--- src/rtl/spim_pkg.sv ---
package spim_pkg;
  typedef enum logic [1:0] {
    REG_DATA = 2'd0,
    REG_CTRL = 2'd1,
    REG_STAT = 2'd2,
    REG_DIV  = 2'd3
  } reg_sel_e;

  typedef enum logic {
    ENG_IDLE  = 1'b0,
    ENG_SHIFT = 1'b1
  } eng_state_e;

  typedef struct packed {
    logic fill_en;
    logic irq_en;
    logic cs_on;
  } ctrl_t;

  typedef struct packed {
    logic rx_udf;
    logic tx_ovf;
    logic rx_full;
    logic tx_done;
  } flags_t;
endpackage

--- src/rtl/spim_rst_sync.sv ---
module spim_rst_sync #(
  parameter int STAGES = 2
) (
  input  logic clk,
  input  logic arst_n,
  output logic rst_n
);
  logic [STAGES-1:0] sync_q;

  always_ff @(posedge clk or negedge arst_n) begin
    if (!arst_n) sync_q <= '0;
    else         sync_q <= {sync_q[STAGES-2:0], 1'b1};
  end

  assign rst_n = sync_q[STAGES-1];
endmodule

--- src/rtl/spim_fifo.sv ---
module spim_fifo #(
  parameter int WIDTH = 8,
  parameter int DEPTH = 8,
  localparam int PTR_W = $clog2(DEPTH),
  localparam int CNT_W = $clog2(DEPTH + 1)
) (
  input  logic             clk,
  input  logic             rst_n,
  input  logic             push,
  input  logic [WIDTH-1:0] wdata,
  input  logic             pop,
  output logic [WIDTH-1:0] rdata,
  output logic [CNT_W-1:0] count,
  output logic             empty,
  output logic             full
);
  logic [WIDTH-1:0] mem [DEPTH];
  logic [PTR_W-1:0] wr_q, wr_d, rd_q, rd_d;
  logic [CNT_W-1:0] cnt_q, cnt_d;
  logic do_push, do_pop;

  assign empty   = (cnt_q == '0);
  assign full    = (cnt_q == CNT_W'(DEPTH));
  assign do_push = push && !full;
  assign do_pop  = pop && !empty;

  function automatic logic [PTR_W-1:0] bump(input logic [PTR_W-1:0] p);
    return (p == PTR_W'(DEPTH - 1)) ? '0 : p + PTR_W'(1);
  endfunction

  always_comb begin
    wr_d  = do_push ? bump(wr_q) : wr_q;
    rd_d  = do_pop  ? bump(rd_q) : rd_q;
    cnt_d = cnt_q;
    if (do_push && !do_pop) cnt_d = cnt_q + CNT_W'(1);
    if (do_pop && !do_push) cnt_d = cnt_q - CNT_W'(1);
  end

  always_ff @(posedge clk or negedge rst_n) begin
    if (!rst_n) begin
      wr_q  <= '0;
      rd_q  <= '0;
      cnt_q <= '0;
    end else begin
      wr_q  <= wr_d;
      rd_q  <= rd_d;
      cnt_q <= cnt_d;
    end
  end

  always_ff @(posedge clk) begin
    if (do_push) mem[wr_q] <= wdata;
  end

  assign rdata = mem[rd_q];
  assign count = cnt_q;

  // a push into a full queue leaves its occupancy untouched
  a_r9_no_overflow: assert property (@(posedge clk) disable iff (!rst_n)
    (push && !pop && full) |=> $stable(cnt_q))
    else $error("push into full queue changed occupancy");

  // a pop from an empty queue leaves it empty
  a_r10_no_underflow: assert property (@(posedge clk) disable iff (!rst_n)
    (pop && !push && empty) |=> (cnt_q == '0))
    else $error("pop from empty queue changed occupancy");
endmodule

--- src/rtl/spim_shifter.sv ---
module spim_shifter
  import spim_pkg::*;
#(
  parameter int BYTE_W = 8,
  parameter int DIV_W  = 8,
  localparam int BIT_W = $clog2(BYTE_W)
) (
  input  logic              clk,
  input  logic              rst_n,
  input  logic [DIV_W-1:0]  div,
  input  logic              start,
  input  logic [BYTE_W-1:0] tx_byte,
  input  logic              miso,
  output logic              sclk,
  output logic              mosi,
  output logic              busy,
  output logic              rx_valid,
  output logic [BYTE_W-1:0] rx_byte
);
  eng_state_e        st_q, st_d;
  logic [DIV_W-1:0]  hcnt_q, hcnt_d;
  logic [BIT_W-1:0]  bit_q, bit_d;
  logic              sclk_q, sclk_d;
  logic [BYTE_W-1:0] tsr_q, tsr_d, rsr_q, rsr_d;
  logic              half_end, last_fall;

  assign half_end  = (st_q == ENG_SHIFT) && (hcnt_q == div);
  assign last_fall = half_end && sclk_q && (bit_q == BIT_W'(BYTE_W - 1));

  always_comb begin
    st_d   = st_q;
    hcnt_d = hcnt_q;
    bit_d  = bit_q;
    sclk_d = sclk_q;
    tsr_d  = tsr_q;
    rsr_d  = rsr_q;
    case (st_q)
      ENG_IDLE: begin
        if (start) begin
          st_d   = ENG_SHIFT;
          tsr_d  = tx_byte;
          hcnt_d = '0;
          bit_d  = '0;
          sclk_d = 1'b0;
        end
      end
      ENG_SHIFT: begin
        if (half_end) begin
          hcnt_d = '0;
          if (!sclk_q) begin
            sclk_d = 1'b1;
            rsr_d  = {rsr_q[BYTE_W-2:0], miso};
          end else begin
            sclk_d = 1'b0;
            if (last_fall) begin
              st_d = ENG_IDLE;
            end else begin
              bit_d = bit_q + BIT_W'(1);
              tsr_d = {tsr_q[BYTE_W-2:0], 1'b1};
            end
          end
        end else begin
          hcnt_d = hcnt_q + DIV_W'(1);
        end
      end
      default: st_d = ENG_IDLE;
    endcase
  end

  always_ff @(posedge clk or negedge rst_n) begin
    if (!rst_n) begin
      st_q   <= ENG_IDLE;
      hcnt_q <= '0;
      bit_q  <= '0;
      sclk_q <= 1'b0;
      tsr_q  <= '1;
      rsr_q  <= '0;
    end else begin
      st_q   <= st_d;
      hcnt_q <= hcnt_d;
      bit_q  <= bit_d;
      sclk_q <= sclk_d;
      tsr_q  <= tsr_d;
      rsr_q  <= rsr_d;
    end
  end

  assign sclk     = sclk_q;
  assign mosi     = tsr_q[BYTE_W-1];
  assign busy     = (st_q == ENG_SHIFT);
  assign rx_valid = last_fall;
  assign rx_byte  = rsr_q;

  // clock idles low outside a byte period
  a_r3_sclk_idle_low: assert property (@(posedge clk) disable iff (!rst_n)
    (st_q == ENG_IDLE) |-> !sclk_q)
    else $error("sclk high while idle");

  // data line holds while the clock is high
  a_r2_mosi_hold_high: assert property (@(posedge clk) disable iff (!rst_n)
    sclk_q |-> $stable(tsr_q[BYTE_W-1]))
    else $error("mosi moved while sclk high");
endmodule

--- src/rtl/spim_regs.sv ---
module spim_regs
  import spim_pkg::*;
#(
  parameter int DATA_W = 8
) (
  input  logic              clk,
  input  logic              rst_n,
  input  logic              psel,
  input  logic              penable,
  input  logic              pwrite,
  input  logic [1:0]        paddr,
  input  logic [DATA_W-1:0] pwdata,
  output logic [DATA_W-1:0] prdata,
  input  logic              tx_empty,
  input  logic              tx_full,
  input  logic              rx_empty,
  input  logic [DATA_W-1:0] rx_head,
  input  logic              busy,
  input  logic              tx_drain_ev,
  input  logic              rx_fill_ev,
  output logic              tx_push,
  output logic              rx_pop,
  output ctrl_t             ctrl,
  output logic [DATA_W-1:0] div,
  output logic              irq,
  output logic              cs_n
);
  localparam int CTRL_W = $bits(ctrl_t);
  localparam int FLAG_W = $bits(flags_t);

  reg_sel_e          sel;
  logic              wr, rd, wr_ctrl, wr_stat;
  ctrl_t             ctrl_q, ctrl_d;
  flags_t            flg_q, flg_d, flg_set;
  logic [DATA_W-1:0] div_q, div_d;

  assign sel     = reg_sel_e'(paddr);
  assign wr      = psel && penable && pwrite;
  assign rd      = psel && penable && !pwrite;
  assign wr_ctrl = wr && (sel == REG_CTRL);
  assign wr_stat = wr && (sel == REG_STAT);
  assign tx_push = wr && (sel == REG_DATA);
  assign rx_pop  = rd && (sel == REG_DATA);

  always_comb begin
    flg_set         = '0;
    flg_set.tx_done = tx_drain_ev;
    flg_set.rx_full = rx_fill_ev;
    flg_set.tx_ovf  = tx_push && tx_full;
    flg_set.rx_udf  = rx_pop && rx_empty;

    ctrl_d = wr_ctrl ? ctrl_t'(pwdata[CTRL_W-1:0]) : ctrl_q;
    div_d  = (wr && (sel == REG_DIV)) ? pwdata : div_q;
    flg_d  = flg_q;
    if (wr_stat) flg_d = flg_q & ~flags_t'(pwdata[FLAG_W-1:0]);
    flg_d = flg_d | flg_set;
  end

  always_ff @(posedge clk or negedge rst_n) begin
    if (!rst_n) begin
      ctrl_q <= '0;
      div_q  <= DATA_W'(1);
      flg_q  <= '0;
    end else begin
      ctrl_q <= ctrl_d;
      div_q  <= div_d;
      flg_q  <= flg_d;
    end
  end

  always_comb begin
    prdata = '0;
    case (sel)
      REG_DATA: prdata = rx_empty ? '0 : rx_head;
      REG_CTRL: prdata = DATA_W'(ctrl_q);
      REG_STAT: prdata = DATA_W'({tx_full, rx_empty, tx_empty, busy, flg_q});
      REG_DIV:  prdata = div_q;
      default:  prdata = '0;
    endcase
  end

  assign ctrl = ctrl_q;
  assign div  = div_q;
  assign irq  = ctrl_q.irq_en && (flg_q.tx_done || flg_q.rx_full);
  assign cs_n = !ctrl_q.cs_on;

  // chip select moves only as a result of a control write
  a_r4_cs_on_ctrl_write: assert property (@(posedge clk) disable iff (!rst_n)
    !$stable(cs_n) |-> $past(wr_ctrl))
    else $error("cs_n changed without control write");

  // drained flag is sticky until a write of 1 clears it
  a_r6_drain_sticky: assert property (@(posedge clk) disable iff (!rst_n)
    (flg_q.tx_done && !(wr_stat && pwdata[0])) |=> flg_q.tx_done)
    else $error("drained flag dropped without clear");

  // full flag is sticky until a write of 1 clears it
  a_r7_full_sticky: assert property (@(posedge clk) disable iff (!rst_n)
    (flg_q.rx_full && !(wr_stat && pwdata[1])) |=> flg_q.rx_full)
    else $error("full flag dropped without clear");
endmodule

--- src/rtl/spim_card_master.sv ---
module spim_card_master
  import spim_pkg::*;
#(
  parameter int FIFO_DEPTH = 8,
  parameter int DATA_W     = 8,
  localparam int CNT_W     = $clog2(FIFO_DEPTH + 1)
) (
  input  logic              pclk,
  input  logic              presetn,
  input  logic              psel,
  input  logic              penable,
  input  logic              pwrite,
  input  logic [1:0]        paddr,
  input  logic [DATA_W-1:0] pwdata,
  output logic [DATA_W-1:0] prdata,
  output logic              irq,
  output logic              cs_n,
  output logic              sclk,
  output logic              mosi,
  input  logic              miso
);
  logic              rst_n;
  ctrl_t             ctrl;
  logic [DATA_W-1:0] div, tx_head, rx_head, rx_byte, tx_byte;
  logic [CNT_W-1:0]  tx_cnt, rx_cnt;
  logic              tx_empty, tx_full, rx_empty, rx_full;
  logic              tx_push, rx_pop, tx_pop, start, busy, rx_valid;
  logic              tx_drain_ev, rx_fill_ev;

  spim_rst_sync #(.STAGES(2)) u_rst (
    .clk(pclk), .arst_n(presetn), .rst_n(rst_n)
  );

  spim_regs #(.DATA_W(DATA_W)) u_regs (
    .clk(pclk), .rst_n(rst_n),
    .psel(psel), .penable(penable), .pwrite(pwrite), .paddr(paddr),
    .pwdata(pwdata), .prdata(prdata),
    .tx_empty(tx_empty), .tx_full(tx_full), .rx_empty(rx_empty),
    .rx_head(rx_head), .busy(busy),
    .tx_drain_ev(tx_drain_ev), .rx_fill_ev(rx_fill_ev),
    .tx_push(tx_push), .rx_pop(rx_pop),
    .ctrl(ctrl), .div(div), .irq(irq), .cs_n(cs_n)
  );

  spim_fifo #(.WIDTH(DATA_W), .DEPTH(FIFO_DEPTH)) u_txq (
    .clk(pclk), .rst_n(rst_n),
    .push(tx_push), .wdata(pwdata), .pop(tx_pop),
    .rdata(tx_head), .count(tx_cnt), .empty(tx_empty), .full(tx_full)
  );

  spim_fifo #(.WIDTH(DATA_W), .DEPTH(FIFO_DEPTH)) u_rxq (
    .clk(pclk), .rst_n(rst_n),
    .push(rx_valid), .wdata(rx_byte), .pop(rx_pop),
    .rdata(rx_head), .count(rx_cnt), .empty(rx_empty), .full(rx_full)
  );

  assign start   = !busy && ctrl.cs_on && !rx_full && (!tx_empty || ctrl.fill_en);
  assign tx_pop  = start && !tx_empty;
  assign tx_byte = tx_empty ? '1 : tx_head;

  assign tx_drain_ev = tx_pop && (tx_cnt == CNT_W'(1)) && !(tx_push && !tx_full);
  assign rx_fill_ev  = rx_valid && (rx_cnt == CNT_W'(FIFO_DEPTH - 1)) && !(rx_pop && !rx_empty);

  spim_shifter #(.BYTE_W(DATA_W), .DIV_W(DATA_W)) u_eng (
    .clk(pclk), .rst_n(rst_n), .div(div), .start(start), .tx_byte(tx_byte),
    .miso(miso), .sclk(sclk), .mosi(mosi), .busy(busy),
    .rx_valid(rx_valid), .rx_byte(rx_byte)
  );

  // a finished byte never meets a full receive queue
  a_r7_room_for_byte: assert property (@(posedge pclk) disable iff (!rst_n)
    rx_valid |-> !rx_full)
    else $error("received byte with no room");

  // interrupt never raised while disabled
  a_r8_irq_gated: assert property (@(posedge pclk) disable iff (!rst_n)
    irq |-> ctrl.irq_en)
    else $error("irq while disabled");
endmodule

--- config.mk ---
export PLATFORM = sky130hd
export DESIGN_NAME = spim_card_master
export DESIGN_NICKNAME = d
export VERILOG_FILES = /design/src/rtl/spim_pkg.sv /design/src/rtl/spim_rst_sync.sv /design/src/rtl/spim_fifo.sv /design/src/rtl/spim_shifter.sv /design/src/rtl/spim_regs.sv /design/src/rtl/spim_card_master.sv
export SDC_FILE = /design/constraint.sdc
export NUM_CORES = 1
export LEC_CHECK = 0
export ABC_AREA = 1
export ABC_CLOCK_PERIOD_IN_PS = 1800
export BUFFER_PORTS_ARGS = -buffer_cell sky130_fd_sc_hd__buf_4
export CAP_MARGIN = 25
export CORE_ASPECT_RATIO = 1.25
export CORE_MARGIN = 2
export CORE_UTILIZATION = 37
export DETAILED_ROUTE_END_ITERATION = 8
export SYNTH_ARGS = -nofsm -noshare
export SYNTH_HDL_FRONTEND = slang
export SYNTH_HIERARCHICAL = 1
export SYNTH_SLANG_ARGS = --single-unit
--- constraint.sdc ---
create_clock -name pclk -period 1.8 [get_ports pclk]
set_input_delay 0.09 -clock pclk [delete_from_list [all_inputs] [get_ports pclk]]
set_output_delay 0.09 -clock pclk [all_outputs]
set_load 0.1 [all_outputs]
==> results of run 1 <==
sequential cells by signal, indices dropped and copies added (netlist names), 4 cells and up:
name	count
u_regs/div	8
u_rxq/count	4
u_eng/tsr_q	8
u_txq/mem	64
u_txq/count	4
u_eng/hcnt_q	8
u_rxq/mem	64
u_eng/rx_byte	8
u_regs/flg_q	4
synthesized netlist by cell type (5+ instances only):
cell type | n | share of area
buf_4 | 11 | 0.0085
o22ai_1 | 6 | 0.0039
nand3_1 | 48 | 0.025
dfrtp_1 | 57 | 0.15
inv_2 | 11 | 0.0043
ha_1 | 17 | 0.022
nor2_1 | 153 | 0.059
nand4_1 | 16 | 0.010
o21ai_0 | 13 | 0.0067
nor3_1 | 20 | 0.010
nand2_1 | 414 | 0.16
nor2_2 | 6 | 0.0039
buf_6 | 10 | 0.012
xor2_1 | 7 | 0.0063
dfstp_2 | 9 | 0.024
or2_2 | 5 | 0.0032
or2_1 | 10 | 0.0065
buf_2 | 12 | 0.0062
edfxtp_1 | 128 | 0.40
inv_1 | 134 | 0.052
cell usage in the layout (no fill, tap or decap), drive strengths merged:
master       netlist  routed
nand2            417     417
nor3              20      20
edfxtp           128     128
buf               34     162
nor2             162     162
bufinv             0       3
nand4             17      17
and3               1       1
conb               1       1
or2               15      15
clkinvlp           0       2
nand3             52      52
ha                17      17
xnor2              3       3
fa                 2       2
clkbuf             2      20
xor2               7       7
o21bai             4       4
dlygate4sd3        0      12
clkinv             0       6
dfrtp             57      57
o22ai              6       6
o21a               1       1
o21ai             18      18
inv              145     148
dfstp              9       9
power by group through the flow:
stage / sequential, mW / combinational (mW) / clock, mW
6_report: 5.94 / 8.41 / 3.87
5_1_grt: 6.02 / 9.26 / 4.08
4_1_cts: 5.91 / 7.79 / 3.92
3_5_place_dp: 5.99 / 6.86 / 0
3_3_place_gp: 5.97 / 6.76 / 0
2_1_floorplan: 6.06 / 4.54 / 0
path summary, 6_finish.rpt:
kind / from / end / slack (ns) / cells after the start
setup / recovery: u_regs/div[0]$_DFFE_PN1P_ / u_eng/bit_q[2]$_DFFE_PN0P_ / -0.46 / 19
hold / removal: paddr[0] / u_regs/flg_q[2]$_DFF_PN0_ / 0.1 / 4
setup reg to reg: u_regs/div[0]$_DFFE_PN1P_ / u_eng/bit_q[2]$_DFFE_PN0P_ / -0.46 / 19
hold reg to reg: u_rst/sync_q[1]$_DFF_PN0_ / u_eng/rx_byte[6]$_DFFE_PN0P_ / 0.26 / 1
max in group asynchronous: presetn / u_rst/sync_q[1]$_DFF_PN0_ / 1.14 / 3
min in group asynchronous: u_rst/sync_q[1]$_DFF_PN0_ / u_eng/rx_byte[6]$_DFFE_PN0P_ / 0.26 / 1
stage by stage:
step,setup slack (ns),hold WS [ns],instances,utilization
after global routing,-0.552,0.113,1630,0.492
after floorplan,-0.456,-0.206,1118,-
after global placement,-0.338,-0.128,1556,0.429
final,-0.459,0.0972,1630,0.492
after CTS,-0.385,0.0770,1618,0.474
after detailed placement,-0.358,-0.124,1556,0.429
layout make-up:
cell class | count | area share
multi-input combinational | 743 | 0.306
timing repair buffer | 176 | 0.137
clock buffer | 18 | 0.0337
inverter | 145 | 0.0439
sequential | 194 | 0.433
tap | 340 | 0.0334
clock inverter | 14 | 0.0125
logic make-up after synthesis:
group | after synthesis | share of synthesized area
AO/OA/AOI/OAI | 29 | 0.0183
XOR/XNOR | 10 | 0.00906
adder cells (fa/ha/maj) | 19 | 0.0261
buffers and inverters | 181 | 0.0839
flip-flops | 194 | 0.570
other | 1 | 0.000388
AND/OR/NAND/NOR | 684 | 0.293
metal layers:
metal,share of wire,track usage,wire [microns],vias up
met3,0.029,0.0257,705,40
li1,-,-,-,3824
met2,0.52,0.312,12400,134
met5,0,0,0,-
met1,0.42,0.221,10200,3564
met4,0.027,0.0682,656,0
critical path, cell delays in order, from the launching register on:
cell and delay [ns]:
dfstp_2 0.55, inv_2 0.04, nand2_2 0.06, nand2_2 0.06, inv_2 0.05, nand2_2 0.06
nor2_4 0.16, buf_6 0.12, buf_6 0.09, buf_6 0.08, buf_6 0.08, buf_6 0.08
buf_6 0.09, nand2_4 0.05, nand2_4 0.09, nand4_1 0.10, buf_6 0.15, buf_12 0.13
nand2_1 0.05, nand2_1 0.05
repair_timing:
| action | CTS | global route |
|---|---|---|
| pin swaps | 25 | 25 |
| gates cloned | 3 | 2 |
| endpoints found under the setup margin | 78 | 111 |
| gates resized for setup | 68 | 91 |
| endpoints found under the hold margin | 73 | 0 |
| hold buffers | 12 | 0 |
| buffers inserted | 15 | 15 |
==> reports/qor.csv, run 1 <==
stage,metric,value,unit
final_layout,multi-input logic area,3900,sq um
clocking,htree depth,4,
worst_setup_path,Worst setup SP type,flop,
final_layout,n_diodes,0,
final_layout,share of cells above drive strength 1,0.258,
floorplanning,die area,27400,sq um
global_routing,first-pass GRT wire length,37200,microns
clocking,"Reg clk slew, reported paths",0.07,ns
floorplanning,area of the core,25800,sq um
synthesis,Synthesis Warnings,6,
final_layout,final net count,1312,
hold_path,worst min path class,in2reg,
placement,PortBufs,27,
clocking,latest clock arrival within the worst-skew pair,0.44,ns
synthesis,Synth Instances,1118,
clocking,CTS sink cnt,194,
timing,final hold vios,0,
route,routed wire length,24000,microns
synthesis,"EDFF count, synth",128,
timing,Tcrit/Tclk final,1.26,
timing,fin. max-slew vios,0,
flow_run,Max Cap Viol,0,
placement,"Cell Area, Placed",11100,sq um
synthesis,"Avg Cell Area, Syn",8.65,sq um
route,via count,7562,
timing,PnR worst setup slack,-0.459,ns
global_routing,vias in the first global route,7213,
timing,Max-slew headroom,0.663,
power_and_ir_drop,logic gate share of total power,0.462,
clocking,CTS Buf Count,17,
floorplanning,die span in y,185,microns
power_and_ir_drop,Pleak,5.88,nW
power_and_ir_drop,clock share of power,0.212,
synthesis,Synth cell types,35,
final_layout,Area Growth Syn to Fin,31.7,%
timing,worst-margin pin slew,0.505,ns
floorplanning,Initial Util,0.374,
synthesis,Synth async-reset ratio,0.340,
placement,HPWL after detailed placement,15900,microns
timing,RSZ-0062 raised after global routing,true,
floorplanning,I/O pin cnt,28,
outcome,violated checks,setup timing,
global_routing,total grt overflow,0,
final_layout,register area,5510,sq um
timing,Final Skew,0.0103,ns
route,Routed Antenna Nets,0,
worst_setup_path,Worst Setup End Kind,flop,
synthesis,"Seq/Total Area, Yosys",0.570,
timing,setup TNS,-27.66,ns
global_routing,largest net degree at the start of global routing,65,
synthesis,Main synth FF type,edfxtp_1,
synthesis,number of synthesized register bits,194,
power_and_ir_drop,Pint,11.1,mW
global_routing,GRT Util Overall,0.178,
synthesis,Syn Std Cell Area,9670,sq um
final_layout,cell area after layout,12700,sq um
global_routing,initial antenna violation count,0,
timing,upper clock frequency limit,443,MHz
worst_setup_path,Worst Path Required,2.13,ns
final_layout,fill count,2355,
worst_setup_path,critical path type,reg2reg,
power_and_ir_drop,Worst VDD drop,1090,uV
power_and_ir_drop,NetSw,7.10,mW
route,residual DRC count,0,
route,drt via density,4.64,
power_and_ir_drop,sequential fraction of design power,0.326,
timing,fin crit period,2.26,ns
power_and_ir_drop,Switching Share,0.390,
power_and_ir_drop,Pwr Total,18.2,mW
synthesis,Syn Nets,1153,
clocking,CTS root buffer,clkbuf_16,
clocking,CTS tree,done,
power_and_ir_drop,PwrDens,1430,nW/um^2
placement,routability cong.,0.808,
outcome,status,finished with violations,
route,length of the first detailed-routing pass in iterations,5,
floorplanning,Die Width,149,microns
worst_setup_path,crit path DAT,2.59,ns
route,initial DRC count,499,
route,drt wl/cell,14.7,microns
worst_setup_path,Crit Path Max Fanout,6,
clocking,CTS max path bufs,2,
timing,endpoints failing setup,101,
floorplanning,row count,66,
Note: power is estimated with default switching activity, not from simulation.
==> inputs of run 2 (changes only) <==
Settings changed: ABC_AREA 1 to unset, BUFFER_PORTS_ARGS -buffer_cell sky130_fd_sc_hd__buf_4 to unset, CORE_ASPECT_RATIO 1.25 to unset, DONT_BUFFER_PORTS set to 1.
==> run 2 against run 1 <==
  * The flow still finishes with violations (setup timing)
  * Flip-flop and latch count is the same
  * Utilization grew 2.0 points
  * Die area shrank 7.3%
  * Sequential power shrank 2%
  * Synthesized cell count shrank 50%
  * First-iteration DRC count shrank 37%
  * Critical endpoint is now u_txq/count[3]$_DFFE_PN0P_
  * Design area shrank 5.0%
  * Combinational power shrank 24%
  * Worst hold slack lost 0.033 ns
  * Clock skew grew 0.0058 ns
  * Register-to-register slack lost 0.24 ns
==> reports/qor.csv, run 2 <==
stage,metric,value,unit,change
outcome,status,finished with violations,,
outcome,violated checks,setup timing,,
global_routing,total grt overflow,0,,unchanged
global_routing,largest net degree at the start of global routing,50,,-23%
synthesis,Synth cell types,63,,+80%
floorplanning,Initial Util,0.379,,+0.00471
route,M1 WL,8500,microns,-17%
route,residual DRC count,0,,unchanged
clocking,CTS tree,done,,
worst_setup_path,Worst Reg2Reg Path Length in Cells,10,,-9
timing,Final Skew,0.0161,ns,+0.00577 ns
synthesis,Synth async-reset ratio,0.340,,unchanged
timing,worst-margin pin slew,0.776,ns,+0.271 ns
synthesis,Syn Std Cell Area,8940,sq um,-7.5%
floorplanning,area of the core,23600,sq um,-8.6%
timing,final hold vios,0,,unchanged
clocking,CTS sink cnt,194,,unchanged
timing,setup TNS,-39.96,ns,-12.30 ns
final_layout,n_diodes,0,,unchanged
synthesis,Synth Instances,556,,-50%
route,Routed Antenna Nets,0,,unchanged
worst_setup_path,Worst Path Required,2.10,ns,-0.03 ns
synthesis,"Seq/Total Area, Yosys",0.616,,+0.0461
route,drt wl/cell,19.6,microns,+33%
worst_setup_path,Worst Setup End Kind,flop,,
worst_setup_path,Max stage delay on crit path,0.57,ns,+0.02 ns
route,initial DRC count,316,,-37%
route,met2 WL,10600,microns,-15%
final_layout,Area Growth Syn to Fin,35.2,%,
synthesis,xor/xnor share of the synthesized area,0.0167,,+0.00759
timing,upper clock frequency limit,401,MHz,-9.5%
hold_path,min-delay src,penable,,
final_layout,fin cells,1024,,-37%
timing,Tcrit/Tclk final,1.39,,+0.132
synthesis,most frequent cells after synthesis,"edfxtp_1 (128), dfrtp_1 (57), mux2_4 (30)",,
power_and_ir_drop,PwrDens,1310,nW/um^2,-8.2%
synthesis,Synth area leader,edfxtp_1,,
floorplanning,die area,25400,sq um,-7.3%
synthesis,number of synthesized register bits,194,,unchanged
clocking,CTS max path bufs,2,,unchanged
synthesis,"count leader, synth",edfxtp_1,,
hold_path,Worst Hold Path Cells,3,,-1
synthesis,"Avg Cell Area, Syn",16.1,sq um,+86%
final_layout,final core occ,0.512,,+0.0196
clocking,latest clock arrival within the worst-skew pair,0.44,ns,about the same
worst_setup_path,Crit Path Max Fanout,4,,-2
timing,fin. max-slew vios,0,,unchanged
final_layout,cell area after layout,12100,sq um,-5.0%
timing,RSZ-0062 raised after global routing,true,,
floorplanning,row count,56,,-15%
final_layout,top flop regs,"u_rxq/mem (64), u_txq/mem (64)",,
clocking,htree depth,4,,unchanged
global_routing,initial antenna violation count,0,,unchanged
worst_setup_path,critical path type,reg2reg,,
route,top sig layer,met4,,
placement,placed cells,947,,-39%
floorplanning,Die Width,159,microns,+7.3%
synthesis,Synth top area share,0.430,,+0.0322
synthesis,synth top area cells,"edfxtp_1 (43%), dfrtp_1 (16%), mux2_4 (5.0%)",,
synthesis,simple-gate share of the synthesized area,0.0834,,-0.209
final_layout,final net count,727,,-45%
route,wire length on met3,631,microns,-10%
placement,HPWL after detailed placement,13100,microns,-17%
timing,PnR worst setup slack,-0.697,ns,-0.237 ns
worst_setup_path,sequence of cells on the critical path,or4b_4 > inv_4 > nor4b_4 > o41ai_4 > inv_2 > ha_4 > ha_4 > or4b_4 > o311ai_2 > o211ai_1,,
clocking,"Reg clk slew, reported paths",0.07,ns,about the same
synthesis,main combinational cell family by area after synthesis,multiplexers,,
global_routing,vias in the first global route,5697,,-21%
worst_setup_path,Critical Path Slowest Stage Cell,or4b_4,,
clocking,CTS Buf Count,17,,unchanged
timing,Max-slew headroom,0.481,,-0.182
worst_setup_path,critical path's top delay family,simple AND/OR/NAND/NOR gates,,
route,length of the first detailed-routing pass in iterations,4,,-1
synthesis,Main synth FF type,edfxtp_1,,
synthesis,Syn Nets,591,,-49%
final_layout,most frequent cells in the layout,"edfxtp_1 (128), buf_4 (80), dfrtp_1 (50)",,
route,via count,5237,,-31%
timing,fin crit period,2.50,ns,+0.237 ns
synthesis,mux share of post-synthesis cell area,0.172,,+0.172
placement,PortBufs,0,,-100%
final_layout,share of cells above drive strength 1,0.519,,+0.261
worst_setup_path,crit path DAT,2.80,ns,+0.21 ns
power_and_ir_drop,Worst VDD drop,947,uV,-13%
worst_setup_path,r2r setup slk,-0.70,ns,-0.24 ns
placement,"Cell Area, Placed",10700,sq um,-3.8%
worst_setup_path,worst r2r dst,u_txq/count[3]$_DFFE_PN0P_,,
placement,routability cong.,0.808,,about the same
clocking,CTS root buffer,clkbuf_16,,
final_layout,fill count,1930,,-18%
route,routed wire length,20100,microns,-16%
synthesis,Synthesis Warnings,6,,unchanged
synthesis,Synth Area in Adders,0.0283,,+0.00212
flow_run,Max Cap Viol,0,,unchanged
worst_setup_path,Worst setup SP type,flop,,
global_routing,GRT Util Overall,0.164,,-0.0142
synthesis,"EDFF count, synth",128,,unchanged
global_routing,first-pass GRT wire length,31600,microns,-15%
floorplanning,I/O pin cnt,28,,unchanged
floorplanning,die span in y,159,microns,-14%
hold_path,Hold Path End,u_regs/flg_q[2]$_DFF_PN0_,,
route,drt via density,5.11,,+10%
worst_setup_path,reg2reg start,u_rxq/count[0]$_DFFE_PN0P_,,
synthesis,post-synthesis compound-gate area fraction,0.0558,,+0.0376
worst_setup_path,Buffers & Inverters on Critical Path,2,,-8
final_layout,multi-input logic area,4020,sq um,+3.2%
timing,endpoints failing setup,118,,+17%
final_layout,"most common cell after layout, fill and taps aside",edfxtp_1,,
final_layout,register area,5520,sq um,about the same
power_and_ir_drop,Pleak,4.45,nW,-24%
hold_path,worst min path class,in2reg,,
placement,DP Worst Slack,-0.882,ns,-0.524 ns
[run 2: changes by cell type after synthesis, moves of 13 or more]
cell     previous run  this run
nand2_1           414        21
nand4_1            16         2
nor2_1            153        16
inv_1             134        14
mux4_2              0        17
mux2i_1             0        13
mux2_2              0        16
nand3_1            48        14
mux2_4              0        30
a21oi_1             0        22
mux4_1              0        15
[run 2: cell families (layout without fill, tap and decap cells)]
group / Yosys count / count (layout)
AOI/OAI and AO/OA: 71 / 71
xor gates and xnor gates: 17 / 17
muxes: 91 / 91
other: 1 / 1
adders and majority gates: 19 / 19
DFF: 194 / 194
buffers and inverters: 42 / 191
and+or+nand+nor: 121 / 121
[run 2: metrics by stage]
| stage | power [mW] | hold slack [ns] |
|---|---|---|
| floorplan | 9.67 | -0.206 |
| finish | 15.9 | 0.0639 |
| global route | 16.7 | 0.0786 |
| global placement | 11.1 | -0.206 |
| detailed placement | 11.3 | -0.206 |
| CTS | 15.9 | 0.0584 |
[run 2: power breakdown]
| group | total [mW] | switching [mW] | internal (mW) |
|---|---|---|---|
| Clock | 3.70 | 1.81 | 1.88 |
| Sequential | 5.80 | 0.533 | 5.27 |
| Combinational | 6.39 | 2.97 | 3.42 |
[run 2: worst max path at each step]
stage | cells past startpoint | start | slack (ns) | end
6_report | 10 | u_rxq/count[0]$_DFFE_PN0P_ | -0.70 | u_txq/count[3]$_DFFE_PN0P_
5_1_grt | 11 | u_eng/hcnt_q[4]$_DFFE_PN0P_ | -0.85 | u_rxq/count[3]$_DFFE_PN0P_
4_1_cts | 11 | u_rxq/count[2]$_DFFE_PN0P_ | -0.73 | u_txq/count[3]$_DFFE_PN0P_
3_5_place_dp | 11 | u_regs/div[0]$_DFFE_PN1P_ | -0.88 | u_rxq/count[3]$_DFFE_PN0P_
3_3_place_gp | 10 | u_regs/div[0]$_DFFE_PN1P_ | -0.77 | u_rxq/count[3]$_DFFE_PN0P_
2_1_floorplan | 11 | u_regs/div[0]$_DFFE_PN1P_ | -0.95 | u_rxq/count[3]$_DFFE_PN0P_
[run 2: area by class of cell]
cell class	instances	area share
well taps	319	0.0330
clock buffers	19	0.0366
flip-flops and latches	194	0.456
clock inverters	13	0.0113
inverters	15	0.00528
repair buffers	144	0.125
multi-input cells	320	0.333
[run 2: layer usage]
layer / vias to the layer above / GRT usage
li1: 2448 / -
met1: 2685 / 0.201
met2: 78 / 0.290
met3: 26 / 0.0331
met4: 0 / 0.0500
met5: - / 0
[run 2: repair_timing]
| action | 4_1_cts | 5_1_grt |
|---|---|---|
| gates resized for setup | 91 | 45 |
| hold buffers | 14 | 0 |
| hold endpoints to repair | 82 | 0 |
| pin swaps | 28 | 32 |
| gates cloned | 4 | 1 |
| endpoints found under the setup margin | 181 | 132 |
| buffers inserted | 24 | 16 |
[run 2: worst register-to-register path: cells and delay by family (launching register included)]
| kind | cells | cell delay, ns |
|---|---|---|
| DFF | 1 | 0.38 |
| AOI/OAI and AO/OA | 3 | 0.28 |
| adders and majority gates | 2 | 0.36 |
| and+or+nand+nor | 3 | 1.16 |
| buffers and inverters | 2 | 0.17 |
